==> config.mk <==
export PLATFORM = sky130hd
export DESIGN_NAME = seg_lin_unit
export DESIGN_NICKNAME = d
export VERILOG_FILES = /design/src/rtl/seg_lin_pkg.sv /design/src/rtl/seg_canon_chk.sv /design/src/rtl/seg_base_regs.sv /design/src/rtl/seg_addr_gen.sv /design/src/rtl/seg_lin_unit.sv
export SDC_FILE = /design/constraint.sdc
export NUM_CORES = 1
export LEC_CHECK = 0
export BUFFER_PORTS_ARGS = -buffer_cell sky130_fd_sc_hd__buf_4
export CAP_MARGIN = 10
export CORE_MARGIN = 4
export CORE_UTILIZATION = 40
export CTS_CLUSTER_DIAMETER = 40
export DETAILED_ROUTE_END_ITERATION = 8
export HOLD_SLACK_MARGIN = 0.06
export MAX_ROUTING_LAYER = met4
export SETUP_SLACK_MARGIN = 0.1
export SLEW_MARGIN = 20
export SYNTH_ARGS = -nofsm -noshare
export SYNTH_HDL_FRONTEND = slang
export SYNTH_SLANG_ARGS = --single-unit
==> constraint.sdc <==
create_clock -name clk -period 5 [get_ports clk]
set_input_delay 0.5 -clock clk [delete_from_list [all_inputs] [get_ports clk]]
set_output_delay 0.5 -clock clk [all_outputs]
set_load 0.02 [all_outputs]
==> src/rtl/seg_lin_pkg.sv <==
package seg_lin_pkg;
   typedef enum logic [2:0] {
      SEG_ES = 3'd0,
      SEG_CS = 3'd1,
      SEG_SS = 3'd2,
      SEG_DS = 3'd3,
      SEG_FS = 3'd4,
      SEG_GS = 3'd5
   } seg_sel_e;

   typedef enum logic [1:0] {
      BR_FS  = 2'd0,
      BR_GS  = 2'd1,
      BR_KGS = 2'd2,
      BR_BAD = 2'd3
   } base_sel_e;

   localparam int CODE_ACC_BIT = 0;
   localparam int CODE_WR_BIT  = 1;
endpackage

==> src/rtl/seg_canon_chk.sv <==
module seg_canon_chk #(
   parameter int VA_W = 64,
   parameter int LA_W = 48,
   localparam int HI_W = VA_W - LA_W + 1
) (
   input  logic [HI_W-1:0] hi_bits,
   output logic            canon
);
   generate
      if (LA_W >= VA_W) begin : g_full
         assign canon = 1'b1;
      end else begin : g_slice
         assign canon = (&hi_bits) | ~(|hi_bits);
      end
   endgenerate
endmodule

==> src/rtl/seg_base_regs.sv <==
module seg_base_regs #(
   parameter int VA_W = 64,
   parameter int LA_W = 48,
   parameter int SL_W = 32
) (
   input  logic            clk,
   input  logic            rst_n,
   input  logic            mode64,
   input  logic [1:0]      cpl,
   input  logic            seg_ld_valid,
   input  logic            seg_ld_sel,
   input  logic [SL_W-1:0] seg_ld_base,
   input  logic            msr_wr_valid,
   input  logic [1:0]      msr_wr_sel,
   input  logic [VA_W-1:0] msr_wr_data,
   input  logic            swap_req,
   output logic [VA_W-1:0] fs_base,
   output logic [VA_W-1:0] gs_base,
   output logic [VA_W-1:0] kgs_base,
   output logic            wr_done,
   output logic            wr_reject
);
   import seg_lin_pkg::*;

   logic [VA_W-1:0] fs_q, gs_q, kgs_q;
   logic            do_swap, do_wr, do_ld, wr_ok, data_canon;
   logic [VA_W-1:0] ld_ext;

   seg_canon_chk #(.VA_W(VA_W), .LA_W(LA_W)) u_wr_canon (
      .hi_bits (msr_wr_data[VA_W-1:LA_W-1]),
      .canon   (data_canon)
   );

   assign ld_ext  = {{(VA_W-SL_W){1'b0}}, seg_ld_base};
   assign do_swap = swap_req & mode64;
   assign do_wr   = msr_wr_valid & ~do_swap;
   assign do_ld   = seg_ld_valid & ~do_swap & ~msr_wr_valid;
   assign wr_ok   = do_wr & (cpl == 2'd0) & data_canon & (msr_wr_sel != BR_BAD);

   always_ff @(posedge clk) begin
      if (!rst_n) begin
         fs_q  <= '0;
         gs_q  <= '0;
         kgs_q <= '0;
      end else if (do_swap) begin
         gs_q  <= kgs_q;
         kgs_q <= gs_q;
      end else if (wr_ok) begin
         unique case (msr_wr_sel)
            BR_FS:   fs_q  <= msr_wr_data;
            BR_GS:   gs_q  <= msr_wr_data;
            BR_KGS:  kgs_q <= msr_wr_data;
            default: ;
         endcase
      end else if (do_ld) begin
         if (seg_ld_sel) gs_q <= ld_ext;
         else            fs_q <= ld_ext;
      end
   end

   assign fs_base   = fs_q;
   assign gs_base   = gs_q;
   assign kgs_base  = kgs_q;
   assign wr_done   = do_wr;
   assign wr_reject = do_wr & ~wr_ok;

   // one-cycle exchange
   p_swap_exchange_r7: assert property (@(posedge clk) disable iff (!rst_n)
      swap_req && mode64 |=> (gs_q == $past(kgs_q)) && (kgs_q == $past(gs_q)));

   // a taking swap blocks every other update of FS
   p_swap_wins_r10: assert property (@(posedge clk) disable iff (!rst_n)
      swap_req && mode64 |=> fs_q == $past(fs_q));

   // unprivileged write leaves all bases untouched
   p_reject_hold_r6: assert property (@(posedge clk) disable iff (!rst_n)
      msr_wr_valid && !(swap_req && mode64) && cpl != 2'd0
      |=> $stable(fs_q) && $stable(gs_q) && $stable(kgs_q));

   // a lone segment load leaves the upper bits clear
   p_load_upper_zero_r5: assert property (@(posedge clk) disable iff (!rst_n)
      seg_ld_valid && !msr_wr_valid && !(swap_req && mode64)
      |=> ($past(seg_ld_sel) ? gs_q[VA_W-1:SL_W] : fs_q[VA_W-1:SL_W]) == '0);

   // without an update request nothing moves, whatever mode does
   p_hold_idle_r9: assert property (@(posedge clk) disable iff (!rst_n)
      !seg_ld_valid && !msr_wr_valid && !(swap_req && mode64)
      |=> $stable(fs_q) && $stable(gs_q) && $stable(kgs_q));
endmodule

==> src/rtl/seg_addr_gen.sv <==
module seg_addr_gen #(
   parameter int VA_W = 64,
   parameter int LA_W = 48,
   parameter int CW   = 32
) (
   input  logic            mode64,
   input  logic [2:0]      acc_seg,
   input  logic [VA_W-1:0] acc_index,
   input  logic [VA_W-1:0] acc_disp,
   input  logic [CW-1:0]   leg_base,
   input  logic [VA_W-1:0] fs_base,
   input  logic [VA_W-1:0] gs_base,
   output logic [VA_W-1:0] lin_addr,
   output logic            non_canon
);
   import seg_lin_pkg::*;

   logic [VA_W-1:0] base_sel, sum_wide;
   logic [CW-1:0]   sum_narrow;
   logic            sum_canon;

   always_comb begin
      if (acc_seg == SEG_FS)      base_sel = fs_base;
      else if (acc_seg == SEG_GS) base_sel = gs_base;
      else if (mode64)            base_sel = '0;
      else                        base_sel = {{(VA_W-CW){1'b0}}, leg_base};
   end

   assign sum_wide   = base_sel + acc_index + acc_disp;
   assign sum_narrow = base_sel[CW-1:0] + acc_index[CW-1:0] + acc_disp[CW-1:0];

   seg_canon_chk #(.VA_W(VA_W), .LA_W(LA_W)) u_acc_canon (
      .hi_bits (sum_wide[VA_W-1:LA_W-1]),
      .canon   (sum_canon)
   );

   assign lin_addr  = mode64 ? sum_wide : {{(VA_W-CW){1'b0}}, sum_narrow};
   assign non_canon = mode64 & ~sum_canon;
endmodule

==> src/rtl/seg_lin_unit.sv <==
module seg_lin_unit #(
   parameter int VA_W = 64,
   parameter int LA_W = 48,
   parameter int CW   = 32
) (
   input  logic            clk,
   input  logic            rst_n,
   input  logic            mode64,
   input  logic [1:0]      cpl,
   input  logic            seg_ld_valid,
   input  logic            seg_ld_sel,
   input  logic [CW-1:0]   seg_ld_base,
   input  logic            msr_wr_valid,
   input  logic [1:0]      msr_wr_sel,
   input  logic [VA_W-1:0] msr_wr_data,
   input  logic            swap_req,
   input  logic            acc_valid,
   input  logic [2:0]      acc_seg,
   input  logic [VA_W-1:0] acc_index,
   input  logic [VA_W-1:0] acc_disp,
   input  logic [CW-1:0]   leg_base,
   output logic            rsp_valid,
   output logic            rsp_fault,
   output logic [1:0]      rsp_code,
   output logic [VA_W-1:0] rsp_addr
);
   import seg_lin_pkg::*;

   generate
      if (LA_W <= CW || LA_W > VA_W) begin : g_bad_la
         $error("LA_W must lie above CW and not exceed VA_W");
      end
      if (CW >= VA_W) begin : g_bad_cw
         $error("CW must be narrower than VA_W");
      end
   endgenerate

   logic [VA_W-1:0] fs_b, gs_b, kgs_b, lin;
   logic            wr_done, wr_reject, nc;
   logic            vld_q;
   logic [1:0]      code_q;
   logic [VA_W-1:0] addr_q;

   seg_base_regs #(.VA_W(VA_W), .LA_W(LA_W), .SL_W(CW)) u_regs (
      .clk          (clk),
      .rst_n        (rst_n),
      .mode64       (mode64),
      .cpl          (cpl),
      .seg_ld_valid (seg_ld_valid),
      .seg_ld_sel   (seg_ld_sel),
      .seg_ld_base  (seg_ld_base),
      .msr_wr_valid (msr_wr_valid),
      .msr_wr_sel   (msr_wr_sel),
      .msr_wr_data  (msr_wr_data),
      .swap_req     (swap_req),
      .fs_base      (fs_b),
      .gs_base      (gs_b),
      .kgs_base     (kgs_b),
      .wr_done      (wr_done),
      .wr_reject    (wr_reject)
   );

   seg_addr_gen #(.VA_W(VA_W), .LA_W(LA_W), .CW(CW)) u_addr (
      .mode64    (mode64),
      .acc_seg   (acc_seg),
      .acc_index (acc_index),
      .acc_disp  (acc_disp),
      .leg_base  (leg_base),
      .fs_base   (fs_b),
      .gs_base   (gs_b),
      .lin_addr  (lin),
      .non_canon (nc)
   );

   always_ff @(posedge clk) begin
      if (!rst_n) begin
         vld_q  <= 1'b0;
         code_q <= 2'b00;
         addr_q <= '0;
      end else begin
         vld_q                <= acc_valid | wr_done;
         code_q[CODE_ACC_BIT] <= acc_valid & nc;
         code_q[CODE_WR_BIT]  <= wr_reject;
         addr_q               <= acc_valid ? lin : '0;
      end
   end

   assign rsp_valid = vld_q;
   assign rsp_code  = code_q;
   assign rsp_fault = |code_q;
   assign rsp_addr  = addr_q;

   // every access is answered in the following cycle
   p_acc_answer_r11: assert property (@(posedge clk) disable iff (!rst_n)
      acc_valid |=> rsp_valid);

   // compatibility results fit in 32 bits and never fault on access
   p_compat_narrow_r8: assert property (@(posedge clk) disable iff (!rst_n)
      acc_valid && !mode64 |=> rsp_addr[VA_W-1:CW] == '0 && !rsp_code[CODE_ACC_BIT]);

   // fault bit agrees with the reported address shape
   p_canon_flag_r4: assert property (@(posedge clk) disable iff (!rst_n)
      acc_valid && mode64 |=> rsp_code[CODE_ACC_BIT] ==
         !((&rsp_addr[VA_W-1:LA_W-1]) || !(|rsp_addr[VA_W-1:LA_W-1])));

   // no response out of reset without a request
   p_fault_needs_valid_r1: assert property (@(posedge clk) disable iff (!rst_n)
      rsp_fault |-> rsp_valid);
endmodule

Yosys cells after proc, flatten, opt, wreduce, memory -nomap -nowiden
Cells that the tools add are included.

Bitwise operators: 19. Mux-type cells: 16. Eq/ne operators: 8. Reduce and logical (&&, ||, !) cells: 17. Add/sub/neg operators: 4.

Operator list (number): 2-to-1 mux 64 bit (14); adder 64 bit (2); adder 32 bit (2); 2-to-1 mux 32 bit (2); AND reduction 17 bit (2); OR reduction 17 bit (2); AND 1 bit (10); == test 3 bit (second input constant) (2); inverter 1 bit (6); AND reduction 3 bit (2); nonzero test 2 bit (3); nonzero test 3 bit (2); logical NOT 2 bit (2); != test 2 bit (second input constant) (2); AND reduction 2 bit (2); AND reduction 4 bit (1); != test 3 x 2 -> 1 bit (second input constant) (1); OR 1 bit (3); == test 2 x 1 -> 1 bit (second input constant) (1); == test 2 bit (second input constant) (1); != test 2 x 1 -> 1 bit (second input constant) (1); OR reduction 2 bit (1).

Logic and storage cells: 71. Output and inout bits: 68. Register bits after elaboration: 259. Bits of input ports: 271.

Logic depth before layout (Yosys ltp)
Gate-level depths: netlist (run 1).

Depth after elaboration: 11. Depth in mapped cells: 22. Gate-level depth less buffers: 19.

Modules after synthesis
Synthesis (run 1) repeated with hierarchy kept, for this count alone.

Cells, all modules: 2022. Area total of the unflattened synthesis: 16851.2 µm².

Modules (own cells, without submodules): seg_base_regs (area each 8295.5 µm², cells an instance 974, sequential area each 3843.7 µm², instances 1); seg_addr_gen (area each 6476.2 µm², cells an instance 875, sequential area each 0.0 µm², instances 1); seg_lin_unit (area each 1881.8 µm², cells an instance 149, sequential area each 1341.3 µm², instances 1); seg_canon_chk (area each 98.8 µm², cells an instance 12, sequential area each 0.0 µm², instances 2).

Least setup slack after synthesis (run 1)
No wires, ideal clock.

Kind: input to register. Start point: in acc_seg[0]. End point: reg code_q[0], in the netlist rsp_code[0]. Arrival: 5.097 ns. Path buffers: 2. Path slack: -0.231 ns. Data required time: 4.866 ns. Library setup time: 0.134 ns. Stages on the path: 21. Cells stage by stage: clkbuf_1 > buf_1 > mux2i_1 > nor2_1 > a31oi_1 > fa_1 > inv_1 > ha_1 > inv_1 > fa_1 > nor2b_1 > o2111ai_1 > a21oi_1 > o21ai_1 > a21oi_1 > a31oi_1 > o21ai_0 > xor2_1 > or4_1 > nor4b_2 > a211oi_1.

Cells in the longest elaborated chain, start to end: 11. Elaborated cells between the ends (all ways): 13. Those cells by class: 2 x add/sub; 2 x eq/ne; 2 x mux; 5 x bitwise; 2 x reduce/logical.

RTL lines: start, declared (RTL line seg_lin_unit.sv:18) `input logic [2:0] acc_seg,`; == test 3 bit (RTL line seg_addr_gen.sv:24) `else if (acc_seg == SEG_GS) base_sel = gs_base;`; 2-to-1 mux 64 bit (RTL line seg_addr_gen.sv:24); 2-to-1 mux 64 bit (*) (RTL line seg_addr_gen.sv:23) `if (acc_seg == SEG_FS) base_sel = fs_base;`; adder 64 bit (*) (2 in series) (RTL line seg_addr_gen.sv:29) `assign sum_wide = base_sel + acc_index + acc_disp;`; OR reduction 17 bit (RTL line seg_canon_chk.sv:13) `assign canon = (&hi_bits) | ~(|hi_bits);`; inverter 1 bit (RTL line seg_canon_chk.sv:13); OR 1 bit (*) (RTL line seg_canon_chk.sv:13); inverter 1 bit (*) (RTL line seg_addr_gen.sv:38) `assign non_canon = mode64 & ~sum_canon;`; AND 1 bit (*) (RTL line seg_addr_gen.sv:38); AND 1 bit (*) (RTL line seg_lin_unit.sv:82) `code_q[CODE_ACC_BIT] <= acc_valid & nc;`; end signal, assigned by index (RTL line seg_lin_unit.sv:82); end signal, assigned by index (RTL line seg_lin_unit.sv:83) `code_q[CODE_WR_BIT] <= wr_reject;`; end, declared (RTL line seg_lin_unit.sv:41) `logic [1:0] code_q;`.

Every way passes the cells marked *; elsewhere a longest branch is shown, timed or not. A chain may end at the register's enable or synchronous reset.

Final worst setup path (run 1)
Start point: reg u_regs.gs_q[13], in the netlist u_regs.gs_base[13]. End point: reg code_q[0], in the netlist rsp_code[0].

Cells in the longest elaborated chain, start to end: 10. Elaborated cells between the ends (all ways): 11. Those cells by class: 2 x add/sub; 2 x mux; 5 x bitwise; 2 x reduce/logical.

RTL lines: start, declared (RTL line seg_base_regs.sv:25) `logic [VA_W-1:0] fs_q, gs_q, kgs_q;`; start signal, assigned (RTL line seg_base_regs.sv:46) `gs_q <= kgs_q;`; start signal, assigned (RTL line seg_base_regs.sv:51) `BR_GS: gs_q <= msr_wr_data;`; start signal, assigned (RTL line seg_base_regs.sv:56) `if (seg_ld_sel) gs_q <= ld_ext;`; 2-to-1 mux 64 bit (*) (RTL line seg_addr_gen.sv:24); 2-to-1 mux 64 bit (*) (RTL line seg_addr_gen.sv:23); adder 64 bit (*) (2 in series) (RTL line seg_addr_gen.sv:29); OR reduction 17 bit (RTL line seg_canon_chk.sv:13); inverter 1 bit (RTL line seg_canon_chk.sv:13); OR 1 bit (*) (RTL line seg_canon_chk.sv:13); inverter 1 bit (*) (RTL line seg_addr_gen.sv:38); AND 1 bit (*) (RTL line seg_addr_gen.sv:38); AND 1 bit (*) (RTL line seg_lin_unit.sv:82).

Marks and branches as above.

==> run summary, run 1 <==
The met1 usage in global routing is 39.1%, and the via count of the first global-routing pass is 15800. The switching part of the total power came out at 31.8%. Sequential elements use 32.8% of the synthesized area.

Clock tree synthesis selected as its root buffer the cell sky130_fd_sc_hd__clkbuf_16. The clock passes through at most 3 buffers. TritonCTS created 40 clock buffers. sky130_fd_sc_hd__dfxtp_1 takes more of the synthesized area than any other cell. Summing every instance area after synthesis gives 15800 sq um. When the netlist entered floorplanning its net count stood at 2349. The first TritonRoute pass finished after 5 iterations. The final layout net count is 2811, and the number of antenna violations at the first check in global routing is 7. The critical-path maximum fanout was 5. Among the stages of the critical path, the cell type that occurs most often is sky130_fd_sc_hd__nand4_1. The first-pass GRT wire length is 90200 um, and the share of flip-flops with an asynchronous set or reset after synthesis is 0%.

The number of cells in the finished layout apart from fillers is 2969. Summed over all cells, the static leakage comes to 9.13 nW. During synthesis, Yosys emitted a total of 0 warnings. The tools report the number of max-slew violations in the final report as 0. The met2 routing resource usage after global routing was 41.0%. The internal portion of the total power is 5.11 mW. The tools report the slack of the critical path as 0.374 ns. The flow ran to the end, and the final reports show no timing, DRC or antenna violations. For the total via count after detailed routing, the log shows 16300. The clock sink total is 259, and the die height is 207 um. The core region is 38900 sq um.

In the global route stage, overall resource usage came out at 27.9%. The share of total power dissipated in the clock network is 39.0%. The tools report the type of element launching the critical path as a flop. After synthesis, the largest family of logic cells by area is compound AO/OA/AOI/OAI gates. The adder and majority gate portion of the synthesized area is 13.0%. The share of synthesized cell area in and, or, nand and nor gates is 19.9%. Dividing total power by cell area gives a power density of 345 nW/um^2.

Walking the worst path, the cells encountered are mux2i_1, buf_4, nor2_1, a31o_2, fa_1, ha_1, nand4_1, nor2_1, o2111ai_1, nand4_1, a41oi_2, or4b_1, nand3_1, nand4_1, or4_1, nor4b_2, a211oi_1. The required time reported for the critical path endpoint came out at 5.42 ns. The tightest min-delay check is of the in -> reg type. The die covers 42800 sq um.

The tools report the setup slack after placement as -0.152 ns. The number of buffers inserted by port buffering was 338. Measured against its own limit, the worst slew margin works out to 32.4%.

Summed over all layers, the global routing overflow is 0. The library cells used most frequently in the layout, excluding fill and tap cells, are sky130_fd_sc_hd__buf_4, sky130_fd_sc_hd__nand2_1, sky130_fd_sc_hd__nor2_1, sky130_fd_sc_hd__dfxtp_1, sky130_fd_sc_hd__a21oi_1. Counting flops with a built-in enable in the synthesized netlist gives 0. Among all flip-flop cells after synthesis, the most frequent one is sky130_fd_sc_hd__dfxtp_1.

IR analysis of the VDD net gives a maximum drop of 0.000208 V. The number of vias per cell is 5.47. Transition time at the pin with the least slew margin: 1.01 ns. By area the synthesized netlist is led by sky130_fd_sc_hd__dfxtp_1, sky130_fd_sc_hd__fa_1, sky130_fd_sc_hd__nand2_1.

The power dissipated by switching net loads is 2.38 mW, and the final estimated routing congestion in global placement is 0.957. Synthesized area per cell: 8.11 sq um. The arrival time at the worst endpoint was 5.05 ns; the signed area change from the synthesized netlist to the final layout was 37.1%. The fraction of layout cells with a size suffix above 1 is 27.9%, and the die outline width is 207 um. TritonCTS built the clock tree. Post-CTS setup buffer count: 0. The final worst clock skew came out at 0.0172 ns. Summing the areas of all compound-gate instances in the mapped netlist gives 21.1% of the synthesized area.

The final-report hold violation count is 0. The worst setup path is of the reg -> reg kind. The clock input transition at the sequential cells of the worst setup and hold paths was 0.06 ns. On the critical path, the stage with the largest delay is an instance of sky130_fd_sc_hd__or4b_1. In the final routed layout, each cell accounts on average for 20.1 um.

The half-perimeter wire length after detailed placement was 46600 um; the number of nets with antenna violations after routing was 0. Summed over all layers, the routed wires come to 59600 um. For this run, the slowest stage of the critical path takes 0.54 ns. Based on the critical path, the design can be clocked at up to 216 MHz. The flop and latch count out of synthesis was 259; the number of buffer and inverter stages on the critical path was 1. The number of DRC markers in iteration 0 was 1096; the final critical-path share of the clock period was 92.5%. In this run, the combinational gates consume 30.6% of the power.

Setup violations remaining at the end of the flow were counted as 0. The endpoint kind of the worst setup timing path was a flop. The sequential fraction of design power is 30.4%, and the share of the synthesized area in the top cell type is 32.8%. The most crowded layer after global routing was met2. For this run, design rule violations remaining after detail routing come to 0. The instance count of the mapped netlist was 1952. The fraction of met3 tracks used by global routing is 5.62%. The number of hold-repair buffers added at the cts stage is 0.

The cell family contributing the most delay on the critical path is simple AND/OR/NAND/NOR gates. The library cell used most frequently in the layout, excluding fill and tap cells, is sky130_fd_sc_hd__buf_4. The effective utilization at floorplan is 40.7%. Setup repair after global routing left no endpoint under its margin. The tools report the number of top-level pins as 339.

The tools report the depth of the CTS H-tree as 2. The xor and xnor area share after synthesis is 3.21%. Entering global routing, the biggest net connects 106 pins. Multiplexer cells account for 6.07% of the synthesized area. Across the run, the number of max-cap violations was 0. The clock latency of the later-clocked register in the worst-skew pair was 0.56 ns; the placement row count was 72. Synthesis instantiated 70 different standard cells from the library. Counting the fill cells in the layout gives 3658.

After detailed placement, the design holds a cell count of 2890. The time the final worst path needs with I/O delays and setup was 4.63 ns.
## state kept, by name, summed over array words and instances, names as in the netlist
signal           cells
rsp_code             2
u_regs.gs_base      64
rsp_valid            1
u_regs.kgs_base     64
rsp_addr            64
u_regs.fs_base      64
## metrics by stage
step / instance area [sq um] / total power, mW / TNS, ns / util, % / hold WS (ns)
floorplan: 15800 / 3.50 / 0 / - / 0.431
global placement: 20200 / 4.57 / -0.103 / 52.0 / 0.436
detailed placement: 20200 / 4.58 / -0.152 / 52.0 / 0.442
CTS: 21700 / 7.51 / 0 / 55.7 / 0.194
global route: 21700 / 7.84 / 0 / 55.7 / 0.222
finish: 21700 / 7.48 / 0 / 55.7 / 0.219
## cells by family (layout without fill, tap and decap cells)
group,count (synthesis),count (layout)
DFF,259,259
other,0,6
xor gates and xnor gates,58,58
buffers and inverters,160,653
adders and majority gates,126,126
and+or+nand+nor,743,743
muxes,96,96
AOI/OAI and AO/OA,510,510
## metal layers
layer	share of wire, %	up-vias
met5	0	-
met4	2.5	0
met3	8.1	91
met2	44	647
met1	46	7654
li1	-	7859
## power by group through the flow
stage,registers [mW],clock network [mW],logic (mW)
floorplan,2.36,0,1.14
global placement,2.31,0,2.26
detailed placement,2.31,0,2.26
CTS,2.27,2.96,2.27
global route,2.28,3.06,2.50
finish,2.27,2.92,2.29
## worst paths after layout
kind	endpoint	slack (ns)	from	depth (start not counted)
max	rsp_code[0]	0.37	u_regs.gs_base[13]	17
min	rsp_addr[1]	0.22	acc_valid	2
max reg2reg	rsp_code[0]	0.37	u_regs.gs_base[13]	17
min reg2reg	u_regs.gs_base[47]	0.44	u_regs.kgs_base[47]	2
## synth_stat cells (all sizes together) (11+ instances only)
master,n
nor2,290
o21ai,82
a21oi,168
dfxtp,259
o211ai,40
inv,22
nor4,11
nand3,49
a31oi,26
o21a,14
xor2,28
nand2,303
ha,62
fa,64
buf,27
mux2i,96
nor3,18
a31o,31
clkbuf,110
xnor2,30
nand4,28
a211oi,44
a311oi,49
## layout make-up
class | instances | area (sq um) | share of cell area (%)
repair buffers | 557 | 4260 | 19.6
inverters | 23 | 88.8 | 0.410
diodes | 6 | 15.0 | 0.0692
well taps | 518 | 648 | 2.99
flip-flops and latches | 259 | 5180 | 23.9
clock buffers | 46 | 1050 | 4.86
clock inverters | 27 | 372 | 1.71
multi-input cells | 1533 | 10100 | 46.4
## timing repair
action                                  in CTS  in global routing
endpoints found under the setup margin       0                  1
gates resized for setup                      0                  1
hold endpoints to repair                     0                  0
Power figures use the tool's default switching activity.
==> inputs of run 2 (changes only) <==
--- a/config.mk
+++ b/config.mk
@@ -13,6 +13,7 @@
 export DETAILED_ROUTE_END_ITERATION = 8
 export HOLD_SLACK_MARGIN = 0.06
 export MAX_ROUTING_LAYER = met4
+export PLACE_DENSITY = 0.73
 export SETUP_SLACK_MARGIN = 0.1
 export SLEW_MARGIN = 20
 export SYNTH_ARGS = -nofsm -noshare
==> run summary, run 2 (same netlist as run 1, synthesis figures left out) <==
Of the cells placed in the final design, the portion with a size suffix greater than 1 is 27.7%. Summing all placed instances gives a cell area of 20300 sq um. The number of antenna violations at the first check in global routing is 2, and the total via count after detailed routing is 16400.

Half-perimeter wire length after detailed placement: 46800 um. TritonCTS built the clock tree. The pre-antenna-repair detailed-routing pass consisted of 5 iterations. The share of total power dissipated in combinational logic is 32.2%.

The worst supply voltage drop on vdd is 0.000217 V. The worst min-delay path endpoint is u_regs.fs_base[44]. The endpoint identified for the worst register-to-register timing path is rsp_code[0]. Buffers inserted during clock tree synthesis total 35. First-pass GRT wire length: 90300 um. The number of max-slew violations in the final report came out at 0. The run gives 0.309 ns as the slack of the critical path. Clock input transition at the sequential cells of the worst setup and hold paths: 0.06 ns. The tools report the endpoint kind of the worst setup timing path as a flop. The worst setup path category is in -> reg. The final layout contains routed wiring with a total length of 59800 um.

Data on the critical path arrives at its endpoint at 5.09 ns. Data on the critical path is required at its endpoint by 5.40 ns. The number of violations of the max-capacitance limit was 0; the number of vias per cell was 5.56.

The time the final worst path needs with I/O delays and setup was 4.69 ns; the static power due to leakage was 9.07 nW. The number of hold-repair buffers added at the cts stage is 0, and the critical-path maximum fanout is 12. At the placement stage, the worst setup path has a slack of -0.224 ns. The clock sink total was 259. Adding up every negative setup slack in the final design gives 0 ns. At the pin with the least slew margin, the transition time is 1.09 ns. For this design the total switching power over the nets is 2.36 mW. The logs give 0 for the final-report hold violation count and 21600 sq um for the total non-filler cell area in the finished layout.

The final layout net count was 2807. The area of the die was 42800 sq um. The switching part of the total power is 32.3%, and the number of nets with antenna violations after routing is 0. The signed area change from the synthesized netlist to the final layout is 36.4%, and the internal reg-to-reg setup slack is 0.32 ns. After floorplanning, the core was divided into 72 placement rows. The via count of the first global-routing pass is 15800, and the sequential fraction of design power is 31.1%.

In the routed design, unresolved DRC markers number 0. The run gives 3576 as the final-layout fill cell count. Entering global routing, the biggest net connects 127 pins. The floorplan step set the die width to 207 um.

The total internal power was 4.94 mW. Measured along the y axis, the die boundary spans 207 um. Along the worst hold path, the cell count comes to 3. During I/O placement, the number of pins put on the boundary was 339.

The worst setup path is launched from an input pin. The total overflow left after global routing is 0. For this design the ratio of total power to cell area is 338 nW/um^2. The initial utilization of the core area, before any placement, comes to 40.7%. In the global route stage, overall resource usage came out at 27.7%. In this run the critical register-to-register path is launched from u_regs.gs_base[14].

Setup repair after global routing left no endpoint under its margin. The sequential standard cell area was 5180 sq um; the final estimated routing congestion in global placement was 1.03. The multi-input combinational cells in the finished layout cover a total of 10100 sq um. The library cell used most frequently in the layout, excluding fill and tap cells, is sky130_fd_sc_hd__buf_4. Cells fill 55.5% of the core in the end. In this run the number of H-tree levels came out at 2. The clock tree buffer depth came out at 3. The number of DRC markers in iteration 0 came out at 1462.

In the layout the commonest cells are sky130_fd_sc_hd__buf_4, sky130_fd_sc_hd__nand2_1, sky130_fd_sc_hd__nor2_1, sky130_fd_sc_hd__dfxtp_1, sky130_fd_sc_hd__a21oi_1. The worst hold path startpoint was msr_wr_data[44]. Buffers placed on the I/O ports in this run total 338.

After detailed routing, the average wire length per cell comes to 20.2 um. The clock latency of the later-clocked register in the worst-skew pair was 0.54 ns; the final critical-path share of the clock period was 93.8%. For the core area, the log shows 38900 sq um. Timing would allow up to 213 MHz. The run finished with clean final reports. The run gives 0.0228 ns as the final worst clock skew. The tools report the headroom to the max-slew limit as 27.3%.

The root buffer cell was sky130_fd_sc_hd__clkbuf_16. The clock network is responsible for 36.7% of the overall power. The number of cell instances on the worst register-to-register path works out to 18. Setup violations remaining at the end of the flow were counted as 0. The worst hold path belongs to the class in -> reg.
-- run 2: changes by cell type in the layout (fill, tap and decap cells not counted), sizes merged --
cell      previous run  this run
buf                557       558
clkbuf              46        41
clkinv              13        10
clkinvlp             4         2
diode                6         2
inv                 27        26
-- run 2: worst max-delay path, stage by stage --
cell and delay, ns:
sky130_fd_sc_hd__buf_4 0.22, sky130_fd_sc_hd__buf_4 0.25, sky130_fd_sc_hd__buf_12 0.14, sky130_fd_sc_hd__buf_12 0.14, sky130_fd_sc_hd__buf_4 0.20, sky130_fd_sc_hd__mux2i_1 0.30, sky130_fd_sc_hd__nor2_1 0.11, sky130_fd_sc_hd__fa_1 0.44
sky130_fd_sc_hd__ha_1 0.37, sky130_fd_sc_hd__a21oi_1 0.16, sky130_fd_sc_hd__o21ai_0 0.10, sky130_fd_sc_hd__a21oi_1 0.21, sky130_fd_sc_hd__o21ai_0 0.21, sky130_fd_sc_hd__or3_1 0.36, sky130_fd_sc_hd__or3_1 0.31, sky130_fd_sc_hd__nand3_1 0.11
sky130_fd_sc_hd__nand4_1 0.10, sky130_fd_sc_hd__or4_1 0.50, sky130_fd_sc_hd__nor4b_2 0.29, sky130_fd_sc_hd__a211oi_1 0.07
-- run 2: worst max-delay path by stage --
stage                from           to  slack, ns  cells after the start
2_1_floorplan  acc_seg[1]  rsp_code[0]       0.14                     22
3_3_place_gp   acc_seg[0]  rsp_code[0]      -0.14                     19
3_5_place_dp   acc_seg[0]  rsp_code[0]      -0.22                     19
4_1_cts        acc_seg[0]  rsp_code[0]       0.29                     19
5_1_grt        acc_seg[0]  rsp_code[0]       0.13                     19
6_report       acc_seg[0]  rsp_code[0]       0.31                     20
-- run 2: layout make-up --
cell class	instances	share of cell area (%)
timing repair buffer	558	19.9
multi-input combinational	1533	46.7
sequential	259	24.0
antenna	2	0.0232
clock inverter	21	1.66
tap	518	3.00
clock buffer	41	4.26
inverter	23	0.423
-- run 2: what timing repair did --
item | 4_1_cts | 5_1_grt
setup endpoints to repair | 0 | 1
gates resized for setup | 0 | 8
buffers inserted | 0 | 2
-- run 2: metal layers --
layer	up-vias	share of wire, %	global-route usage [%]
met3	115	8.3	4.23
met2	710	44	40.9
met1	7772	45	39.2
met5	-	0	-
li1	7847	-	-
met4	0	3.3	8.50
-- run 2: metrics by stage --
step	std cells	hold slack (ns)	total power [mW]
2_1_floorplan	1952	0.431	3.50
3_3_place_gp	2889	0.435	4.59
3_5_place_dp	2889	0.443	4.60
4_1_cts	2951	0.224	7.29
5_1_grt	2955	0.239	7.63
6_report	2955	0.237	7.30
-- run 2: power by group through the flow --
stage	Combinational (mW)	Clock (mW)	Sequential (mW)
global placement	2.28	0	2.31
global route	2.55	2.81	2.28
finish	2.35	2.68	2.27
CTS	2.31	2.72	2.27
detailed placement	2.29	0	2.31
floorplan	1.14	0	2.36
